`config.mk`:
```
export PLATFORM = sky130hd
export DESIGN_NAME = wsmu_top
export DESIGN_NICKNAME = d
export VERILOG_FILES = /design/src/rtl/wsmu_pkg.sv /design/src/rtl/wsmu_ctrl.sv /design/src/rtl/wsmu_weights.sv /design/src/rtl/wsmu_chain.sv /design/src/rtl/wsmu_top.sv
export SDC_FILE = /design/constraint.sdc
export NUM_CORES = 1
export LEC_CHECK = 0
export ABC_AREA = 1
export BUFFER_PORTS_ARGS = -buffer_cell sky130_fd_sc_hd__buf_2
export CAP_MARGIN = 20
export CORE_ASPECT_RATIO = 1.1
export CORE_UTILIZATION = 45
export DETAILED_ROUTE_END_ITERATION = 7
export GPL_TIMING_DRIVEN = 0
export PLACE_DENSITY = 0.6
export SYNTH_ARGS = -nofsm -noshare
export SYNTH_HDL_FRONTEND = slang
export SYNTH_SLANG_ARGS = --single-unit
```
`constraint.sdc`:
```
create_clock -name clk_i -period 5.4 [get_ports clk_i]
set_input_delay 1.08 -clock clk_i [delete_from_list [all_inputs] [get_ports clk_i]]
set_output_delay 1.08 -clock clk_i [all_outputs]
set_load 0.01 [all_outputs]
```
`src/rtl/wsmu_pkg.sv`:
```
package wsmu_pkg;
  typedef enum logic [2:0] {
    ST_IDLE, ST_LOAD_B, ST_LOAD_A, ST_FEED, ST_DRAIN, ST_STORE, ST_DONE
  } wsmu_state_e;

  typedef enum logic [1:0] {
    TAG_NONE, TAG_B, TAG_A
  } wsmu_tag_e;
endpackage

```
`src/rtl/wsmu_ctrl.sv`:
```
module wsmu_ctrl
  import wsmu_pkg::*;
#(
  parameter int S  = 4,
  parameter int AW = 16,
  parameter int RW = 16,
  localparam int IW = $clog2(S*S)
) (
  input  logic          clk_i,
  input  logic          rst_ni,
  input  logic          cmd_valid_i,
  output logic          cmd_ready_o,
  input  logic [AW-1:0] cmd_a_addr_i,
  input  logic [AW-1:0] cmd_b_addr_i,
  input  logic [AW-1:0] cmd_c_addr_i,
  input  logic [RW-1:0] cmd_rows_i,
  input  logic          cmd_bool_i,
  output logic          busy_o,
  output logic          done_o,
  output logic          bool_o,
  output logic          mem_req_o,
  output logic          mem_we_o,
  output logic [AW-1:0] mem_addr_o,
  output wsmu_tag_e     rd_tag_o,
  output logic [IW-1:0] rd_idx_o,
  output logic [IW-1:0] wr_idx_o,
  output logic          launch_o,
  input  logic          res_vld_i
);
  localparam logic [IW-1:0] LAST_B = IW'(S*S-1);
  localparam logic [IW-1:0] LAST_R = IW'(S-1);

  wsmu_state_e   state_q;
  logic [IW-1:0] cnt_q;
  logic [AW-1:0] b_base_q, a_ptr_q, c_ptr_q;
  logic [RW-1:0] rows_q, row_q;
  logic          bool_q;

  always_ff @(posedge clk_i or negedge rst_ni) begin
    if (!rst_ni) begin
      state_q  <= ST_IDLE;
      cnt_q    <= '0;
      b_base_q <= '0;
      a_ptr_q  <= '0;
      c_ptr_q  <= '0;
      rows_q   <= '0;
      row_q    <= '0;
      bool_q   <= 1'b0;
    end else begin
      unique case (state_q)
        ST_IDLE: if (cmd_valid_i) begin
          b_base_q <= cmd_b_addr_i;
          a_ptr_q  <= cmd_a_addr_i;
          c_ptr_q  <= cmd_c_addr_i;
          rows_q   <= cmd_rows_i;
          bool_q   <= cmd_bool_i;
          row_q    <= '0;
          cnt_q    <= '0;
          state_q  <= ST_LOAD_B;
        end
        ST_LOAD_B: begin
          cnt_q <= cnt_q + 1'b1;
          if (cnt_q == LAST_B) begin
            cnt_q   <= '0;
            state_q <= ST_LOAD_A;
          end
        end
        ST_LOAD_A: begin
          cnt_q <= cnt_q + 1'b1;
          if (cnt_q == LAST_R) begin
            cnt_q   <= '0;
            state_q <= ST_FEED;
          end
        end
        ST_FEED: state_q <= ST_DRAIN;
        ST_DRAIN: begin
          cnt_q <= IW'(1);
          if (res_vld_i) begin
            cnt_q   <= '0;
            state_q <= ST_STORE;
          end
        end
        ST_STORE: begin
          cnt_q <= cnt_q + 1'b1;
          if (cnt_q == LAST_R) begin
            cnt_q   <= '0;
            a_ptr_q <= a_ptr_q + AW'(S);
            c_ptr_q <= c_ptr_q + AW'(S);
            if (row_q == rows_q - 1'b1) state_q <= ST_DONE;
            else begin
              row_q   <= row_q + 1'b1;
              state_q <= ST_LOAD_A;
            end
          end
        end
        ST_DONE: state_q <= ST_IDLE;
        default: state_q <= ST_IDLE;
      endcase
    end
  end

  // read data returns one cycle after the request: tag it for the datapath
  always_ff @(posedge clk_i or negedge rst_ni) begin
    if (!rst_ni) begin
      rd_tag_o <= TAG_NONE;
      rd_idx_o <= '0;
    end else begin
      rd_tag_o <= (state_q == ST_LOAD_B) ? TAG_B :
                  (state_q == ST_LOAD_A) ? TAG_A : TAG_NONE;
      rd_idx_o <= cnt_q;
    end
  end

  always_comb begin
    mem_req_o  = 1'b0;
    mem_we_o   = 1'b0;
    mem_addr_o = '0;
    unique case (state_q)
      ST_LOAD_B: begin mem_req_o = 1'b1; mem_addr_o = b_base_q + AW'(cnt_q); end
      ST_LOAD_A: begin mem_req_o = 1'b1; mem_addr_o = a_ptr_q + AW'(cnt_q); end
      ST_STORE: begin
        mem_req_o  = 1'b1;
        mem_we_o   = 1'b1;
        mem_addr_o = c_ptr_q + AW'(cnt_q);
      end
      default: ;
    endcase
  end

  assign cmd_ready_o = (state_q == ST_IDLE);
  assign busy_o      = (state_q != ST_IDLE);
  assign done_o      = (state_q == ST_DONE);
  assign bool_o      = bool_q;
  assign wr_idx_o    = cnt_q;
  assign launch_o    = (state_q == ST_DRAIN) && (cnt_q == '0);

  assert_rows_min_R3: assert property (@(posedge clk_i) disable iff (!rst_ni)
    (cmd_valid_i && cmd_ready_o) |-> (cmd_rows_i >= RW'(S)));

  assert_desc_held_R8: assert property (@(posedge clk_i) disable iff (!rst_ni)
    (busy_o && $past(busy_o)) |-> ($stable(rows_q) && $stable(b_base_q) && $stable(bool_q)));

  assert_done_after_write_R7: assert property (@(posedge clk_i) disable iff (!rst_ni)
    done_o |-> $past(mem_we_o));
endmodule

```
`src/rtl/wsmu_weights.sv`:
```
module wsmu_weights #(
  parameter int S  = 4,
  parameter int OW = 4,
  localparam int IW = $clog2(S*S)
) (
  input  logic                      clk_i,
  input  logic                      rst_ni,
  input  logic                      we_i,
  input  logic [IW-1:0]             idx_i,
  input  logic [OW-1:0]             data_i,
  output logic [S*S-1:0][OW-1:0]    w_o
);
  logic [S*S-1:0][OW-1:0] w_q;

  always_ff @(posedge clk_i or negedge rst_ni) begin
    if (!rst_ni) begin
      w_q <= '0;
    end else if (we_i) begin
      for (int i = 0; i < S*S; i++)
        if (idx_i == IW'(i)) w_q[i] <= data_i;
    end
  end

  assign w_o = w_q;
endmodule

```
`src/rtl/wsmu_chain.sv`:
```
module wsmu_chain #(
  parameter int S  = 4,
  parameter int DW = 16,
  parameter int OW = 4
) (
  input  logic                      clk_i,
  input  logic                      rst_ni,
  input  logic                      launch_i,
  input  logic [S-1:0][OW-1:0]      row_i,
  input  logic [S*S-1:0][OW-1:0]    w_i,
  output logic                      vld_o,
  output logic [S-1:0][DW-1:0]      sum_o
);
  localparam int unsigned MAX_SUM = S * ((2**OW - 1) * (2**OW - 1));

  logic [S-1:0]                  vld_q, vld_in;
  logic [S-1:0][S-1:0][OW-1:0]   a_q, a_in;
  logic [S-1:0][S-1:0][DW-1:0]   ps_q, ps_in, ps_nxt;

  // stage k adds column-k operand times weight row k into every partial sum
  for (genvar k = 0; k < S; k++) begin : g_stage
    if (k == 0) begin : g_head
      assign vld_in[k] = launch_i;
      assign a_in[k]   = row_i;
      assign ps_in[k]  = '0;
    end else begin : g_body
      assign vld_in[k] = vld_q[k-1];
      assign a_in[k]   = a_q[k-1];
      assign ps_in[k]  = ps_q[k-1];
    end
    for (genvar j = 0; j < S; j++) begin : g_col
      assign ps_nxt[k][j] = ps_in[k][j] + DW'(a_in[k][k]) * DW'(w_i[k*S+j]);
    end
  end

  always_ff @(posedge clk_i or negedge rst_ni) begin
    if (!rst_ni) begin
      vld_q <= '0;
      a_q   <= '0;
      ps_q  <= '0;
    end else begin
      vld_q <= vld_in;
      a_q   <= a_in;
      ps_q  <= ps_nxt;
    end
  end

  logic a_tail_unused;
  assign a_tail_unused = ^a_q;

  assign vld_o = vld_q[S-1];
  assign sum_o = ps_q[S-1];

  for (genvar j = 0; j < S; j++) begin : g_chk
    assert_no_overflow_R4: assert property (@(posedge clk_i) disable iff (!rst_ni)
      vld_o |-> (32'(sum_o[j]) <= MAX_SUM));
  end
endmodule

```
`src/rtl/wsmu_top.sv`:
```
module wsmu_top
  import wsmu_pkg::*;
#(
  parameter int S  = 4,
  parameter int DW = 16,
  parameter int AW = 16,
  parameter int RW = 16
) (
  input  logic          clk_i,
  input  logic          rst_ni,
  input  logic          cmd_valid_i,
  output logic          cmd_ready_o,
  input  logic [AW-1:0] cmd_a_addr_i,
  input  logic [AW-1:0] cmd_b_addr_i,
  input  logic [AW-1:0] cmd_c_addr_i,
  input  logic [RW-1:0] cmd_rows_i,
  input  logic          cmd_bool_i,
  output logic          busy_o,
  output logic          done_o,
  output logic          mem_req_o,
  output logic          mem_we_o,
  output logic [AW-1:0] mem_addr_o,
  output logic [DW-1:0] mem_wdata_o,
  input  logic [DW-1:0] mem_rdata_i
);
  localparam int OW = DW / 4;
  localparam int IW = $clog2(S*S);

  wsmu_tag_e                rd_tag;
  logic [IW-1:0]            rd_idx, wr_idx;
  logic                     launch, chain_vld, bool_mode;
  logic [S*S-1:0][OW-1:0]   w;
  logic [S-1:0][OW-1:0]     row_q;
  logic [S-1:0][DW-1:0]     sum, res_q;

  wsmu_ctrl #(.S(S), .AW(AW), .RW(RW)) i_ctrl (
    .clk_i, .rst_ni, .cmd_valid_i, .cmd_ready_o,
    .cmd_a_addr_i, .cmd_b_addr_i, .cmd_c_addr_i, .cmd_rows_i, .cmd_bool_i,
    .busy_o, .done_o, .bool_o(bool_mode),
    .mem_req_o, .mem_we_o, .mem_addr_o,
    .rd_tag_o(rd_tag), .rd_idx_o(rd_idx), .wr_idx_o(wr_idx),
    .launch_o(launch), .res_vld_i(chain_vld)
  );

  wsmu_weights #(.S(S), .OW(OW)) i_weights (
    .clk_i, .rst_ni,
    .we_i(rd_tag == TAG_B), .idx_i(rd_idx), .data_i(mem_rdata_i[OW-1:0]),
    .w_o(w)
  );

  wsmu_chain #(.S(S), .DW(DW), .OW(OW)) i_chain (
    .clk_i, .rst_ni, .launch_i(launch), .row_i(row_q), .w_i(w),
    .vld_o(chain_vld), .sum_o(sum)
  );

  logic rdata_hi_unused;
  assign rdata_hi_unused = ^mem_rdata_i[DW-1:OW];

  always_ff @(posedge clk_i or negedge rst_ni) begin
    if (!rst_ni) begin
      row_q <= '0;
      res_q <= '0;
    end else begin
      if (rd_tag == TAG_A)
        for (int i = 0; i < S; i++)
          if (rd_idx == IW'(i)) row_q[i] <= mem_rdata_i[OW-1:0];
      if (chain_vld)
        for (int i = 0; i < S; i++)
          res_q[i] <= bool_mode ? DW'(sum[i] != '0) : sum[i];
    end
  end

  always_comb begin
    mem_wdata_o = '0;
    for (int i = 0; i < S; i++)
      if (wr_idx == IW'(i)) mem_wdata_o = res_q[i];
  end

  assert_store_after_result_R3: assert property (@(posedge clk_i) disable iff (!rst_ni)
    (mem_we_o && wr_idx == '0) |-> $past(chain_vld));

  assert_bool_clamp_R5: assert property (@(posedge clk_i) disable iff (!rst_ni)
    (mem_we_o && bool_mode) |-> (mem_wdata_o <= DW'(1)));

  assert_quiet_idle_R1: assert property (@(posedge clk_i) disable iff (!rst_ni)
    cmd_ready_o |-> (!mem_req_o && !chain_vld));
endmodule

```
==> metrics.cfg <==
[status]
run_status = finished, violations left
failing_checks = design-rule violations

[drt]
per_cell_via_count_in_the_routed_design = 4.883
detail_route.first_pass.iterations = 8
drt_wl_total_um = 60810
post_drt_wl_per_cell_um = 14.85
dr.first_iter.drc_count = 1084
route.antenna.remaining_nets = 0
vias = 20000
remaining_drcs = 8

[cells_and_area]
num-fill-cells = 5512
sequential_cell_area_um2 = 9961
flow.area_growth_from_synthesis_pct = 12.36
antenna_cells = 0
post_route_cells_drive_above_1_share_pct = 8.156
layout.nets = 3780
final_cell_count_no_fill = 4095
area_taken_by_multi_input_logic_gates_um2 = 13760

[place]
preCtsSetupSlack_ps = 473.2
portBuffers = 103
finalWeightedCongestion = 0.9220
placed_cells = 4013
detailedPlacementHpwl_um = 47990

[synthesis]
synth-compound-area-share_pct = 8.130
synth-simple-area-share_pct = 16.34
yosys.cell_types.count = 54
netlist_instances = 3143
share_of_synthesized_cell_area_in_full_adder_half_adder_and_majority_cells_pct = 22.16
seq_total_area_yosys_pct = 37.37
postSynthRegisterBits = 398
ys.warnings.count = 0
synthArstFlopShare_pct = 100.0
dominantRegCellSynth = sky130_fd_sc_hd__dfrtp_1
largest_family_of_logic_cells_by_synthesized_area = adder cells
yosys-mux-area-fraction_pct = 1.136
synth.cell_area_um2 = 26650
post_synth_xor_xnor_area_pct = 3.779
number_of_flops_mapped_to_enable_cells_by_yosys = 0
syn-mean-instance-area_um2 = 8.481

[global_route]
grt_util_all_layers_pct = 20.80
antenna_found_initial = 0
grt_start_max_net_pins = 120
grt_pass1_wl_um = 99500
via_count_of_the_first_global_routing_pass = 20040
grt-ovfl-total = 0

[min_path]
worstHoldEndpoint = i_chain.a_in[63]$_DFF_PN0_
hold-path-cell-count = 0
min_path_type = register to register
holdCritStartpoint = i_chain.a_in[47]$_DFF_PN0_

[floorplan]
std_cell_rows = 93
initial_core_util_pct = 45.54
core-area_um2 = 58530
die_height_um = 257.3
die_width_um = 234.1
fp.dieArea_um2 = 60210
design.portCount = 121

[timing]
timing_worst_slew_pin_value_ps = 946.4
rsz0062_at_grt = false
fin_worst_skew_ps = 17.14
finalSetupViolCount = 0
hold_ws_ps = 347.2
final_period_minus_worst_setup_slack_ps = 5103
timing.final.crit_share_pct = 94.49
post-route-worst-setup-slack_ps = 297.5
hold_violations = 0
slew_headroom_pct = 36.91
report.final.slew_viol_count = 0
max_freq_mhz = 196.0

[clock_network]
cts_max_level = 2
maximum_count_of_clock_buffers_along_a_single_path = 3
cts-buffers-inserted = 47
cts.repair_timing.setup_buffer_count = 0
clock_sink_count = 398
clock_edge_transition_at_the_registers_on_the_reported_setup_and_hold_paths_ps = 60
worst_skew_pair.late_latency_ps = 590
tritoncts = done
clock-root-buffer = sky130_fd_sc_hd__clkbuf_16

[critical_path]
crit_fanout = 28
timing_worst_setup_path_type = register to output pin
r2r_setup_slack_ps = 1000
cp.arrival_ps = 4020
r2r_cells = 17
start_kind = register
timing.rr.start = i_chain.a_in[60]$_DFF_PN0_
worstSetupEndpointType = output pin
crit_required_ps = 4320
crit-reg2reg-capture = i_chain.sum_o[24]$_DFF_PN0_

[run]
timing.max_cap.violations = 0

==> synthesized netlist by cell type, types with 3 or more instances <==
library cell | number | area [um2]
sky130_fd_sc_hd__o22ai_1 | 18 | 112.6
sky130_fd_sc_hd__nand2_2 | 7 | 43.79
sky130_fd_sc_hd__buf_6 | 5 | 56.30
sky130_fd_sc_hd__nor3_1 | 23 | 115.1
sky130_fd_sc_hd__nor2_4 | 3 | 33.78
sky130_fd_sc_hd__xor2_1 | 96 | 840.8
sky130_fd_sc_hd__a31oi_1 | 8 | 50.05
sky130_fd_sc_hd__o211ai_1 | 17 | 127.6
sky130_fd_sc_hd__nor2_2 | 5 | 31.28
sky130_fd_sc_hd__o41ai_1 | 4 | 35.03
sky130_fd_sc_hd__o21ai_1 | 9 | 45.04
sky130_fd_sc_hd__or2_2 | 6 | 37.54
sky130_fd_sc_hd__and2_1 | 6 | 37.54
sky130_fd_sc_hd__nor4_1 | 3 | 18.77
sky130_fd_sc_hd__o21ai_0 | 194 | 970.9
sky130_fd_sc_hd__ha_1 | 272 | 3403
sky130_fd_sc_hd__nand3_1 | 74 | 370.4
sky130_fd_sc_hd__buf_4 | 6 | 45.04
sky130_fd_sc_hd__mux2_2 | 26 | 292.8
sky130_fd_sc_hd__fa_1 | 125 | 2502
sky130_fd_sc_hd__nand4_1 | 40 | 250.2
sky130_fd_sc_hd__inv_2 | 6 | 22.52
sky130_fd_sc_hd__o21bai_1 | 11 | 82.58
sky130_fd_sc_hd__nand3b_1 | 5 | 37.54
sky130_fd_sc_hd__a21o_1 | 3 | 22.52
sky130_fd_sc_hd__a21oi_2 | 3 | 26.28
sky130_fd_sc_hd__a22oi_1 | 8 | 60.06
sky130_fd_sc_hd__nand2_1 | 722 | 2710
sky130_fd_sc_hd__dfrtp_1 | 398 | 9960
sky130_fd_sc_hd__nor2_1 | 148 | 555.5
sky130_fd_sc_hd__xnor2_1 | 19 | 166.4
sky130_fd_sc_hd__a21oi_1 | 102 | 510.5
sky130_fd_sc_hd__inv_1 | 668 | 2507
sky130_fd_sc_hd__buf_2 | 8 | 40.04
sky130_fd_sc_hd__clkbuf_1 | 68 | 255.2
==> registers in the layout (all words and copies together) (netlist names), 16 cells and up <==
register and cells:
i_ctrl.c_ptr_q 16, row_q 16, i_ctrl.a_ptr_q 16, i_ctrl.b_base_q 16, i_weights.w_o 64, i_ctrl.row_q 16, i_chain.ps_in 108, i_chain.sum_o 44
res_q 44, i_ctrl.rows_q 16, i_chain.a_in 24
==> area by class of cell <==
cell class,count,area share (%)
Tap cell,760,3.175
Buffer,85,1.345
Sequential cell,398,33.26
Inverter,676,8.489
Multi-Input combinational cell,1985,45.94
Clock inverter,19,1.191
Timing Repair Buffer,106,2.030
Clock buffer,66,4.574
==> per-stage QoR <==
| step | instance area, um2 | utilization, % | TNS (ps) |
|---|---|---|---|
| 2_1_floorplan | 26670 | - | 0 |
| 3_3_place_gp | 28140 | 48.07 | -1763160 |
| 3_5_place_dp | 28230 | 48.23 | 0 |
| 4_1_cts | 29950 | 51.16 | 0 |
| 5_1_grt | 29950 | 51.17 | 0 |
| 6_report | 29950 | 51.17 | 0 |
==> worst max-delay path by stage <==
stage | from | end | cells past startpoint
2_1_floorplan | i_ctrl.state_q[1]$_DFFE_PN0P_ | mem_addr_o[8] | 20
3_3_place_gp | rst_ni | i_chain.ps_in[85]$_DFF_PN0_ | 1
3_5_place_dp | i_ctrl.state_q[1]$_DFFE_PN0P_ | mem_addr_o[8] | 21
4_1_cts | i_ctrl.state_q[0]$_DFFE_PN0P_ | mem_addr_o[8] | 20
5_1_grt | i_ctrl.state_q[1]$_DFFE_PN0P_ | mem_addr_o[8] | 20
6_report | i_ctrl.state_q[1]$_DFFE_PN0P_ | mem_addr_o[8] | 19
==> critical path, cell delays in order (launching register included) <==
cell and delay (ps):
sky130_fd_sc_hd__dfrtp_1 430, sky130_fd_sc_hd__inv_1 110, sky130_fd_sc_hd__nand2_1 140, sky130_fd_sc_hd__nor2_8 220, sky130_fd_sc_hd__buf_8 230, sky130_fd_sc_hd__a22oi_1 150
sky130_fd_sc_hd__nand2_1 130, sky130_fd_sc_hd__ha_1 180, sky130_fd_sc_hd__inv_1 50, sky130_fd_sc_hd__fa_1 390, sky130_fd_sc_hd__nor2_1 120, sky130_fd_sc_hd__o21ai_0 90
sky130_fd_sc_hd__nand2_1 230, sky130_fd_sc_hd__nand2_1 150, sky130_fd_sc_hd__nor2_2 150, sky130_fd_sc_hd__nand2_1 90, sky130_fd_sc_hd__nor2_1 140, sky130_fd_sc_hd__o21ai_1 70
sky130_fd_sc_hd__a21oi_1 180, sky130_fd_sc_hd__buf_2 160
==> kinds of logic (layout without fill, tap and decap cells) <==
| logic type | Yosys count | count (layout) |
|---|---|---|
| other cells | 1 | 5 |
| buf+inv | 764 | 952 |
| fa+ha+maj | 397 | 397 |
| simple gates | 1050 | 1050 |
| compound gates | 391 | 391 |
| xor+xnor | 115 | 115 |
| mux | 27 | 27 |
| flops | 398 | 398 |
==> metal layers <==
metal | GRT usage (%) | up-vias | wire (um)
met5 | 0 | - | 0
met4 | 6.692 | 0 | 1783
met3 | 2.770 | 106 | 2137
met2 | 35.82 | 334 | 29780
met1 | 26.79 | 9501 | 27110
li1 | - | 10050 | -
==> repair_timing <==
| item | 4_1_cts | 5_1_grt |
|---|---|---|
| endpoints found under the hold margin | 0 | 0 |
| setup endpoints to repair | 1 | 4 |
| hold buffers | 0 | 0 |
| pin swaps | 0 | 0 |
| gates resized for setup | 1 | 3 |
==> cell usage in the layout (no fill, tap or decap), types with 75 or more instances in the layout <==
master,n
sky130_fd_sc_hd__nand2_1,721
sky130_fd_sc_hd__a21oi_1,102
sky130_fd_sc_hd__o21ai_0,194
sky130_fd_sc_hd__fa_1,125
sky130_fd_sc_hd__nor2_1,148
sky130_fd_sc_hd__ha_1,272
sky130_fd_sc_hd__dfrtp_1,397
sky130_fd_sc_hd__buf_2,108
sky130_fd_sc_hd__inv_1,668
sky130_fd_sc_hd__clkbuf_1,75
sky130_fd_sc_hd__xor2_1,96
Power is not shown: default switching activity piles up to over one toggle a cycle in this logic, so the estimate is an artifact.
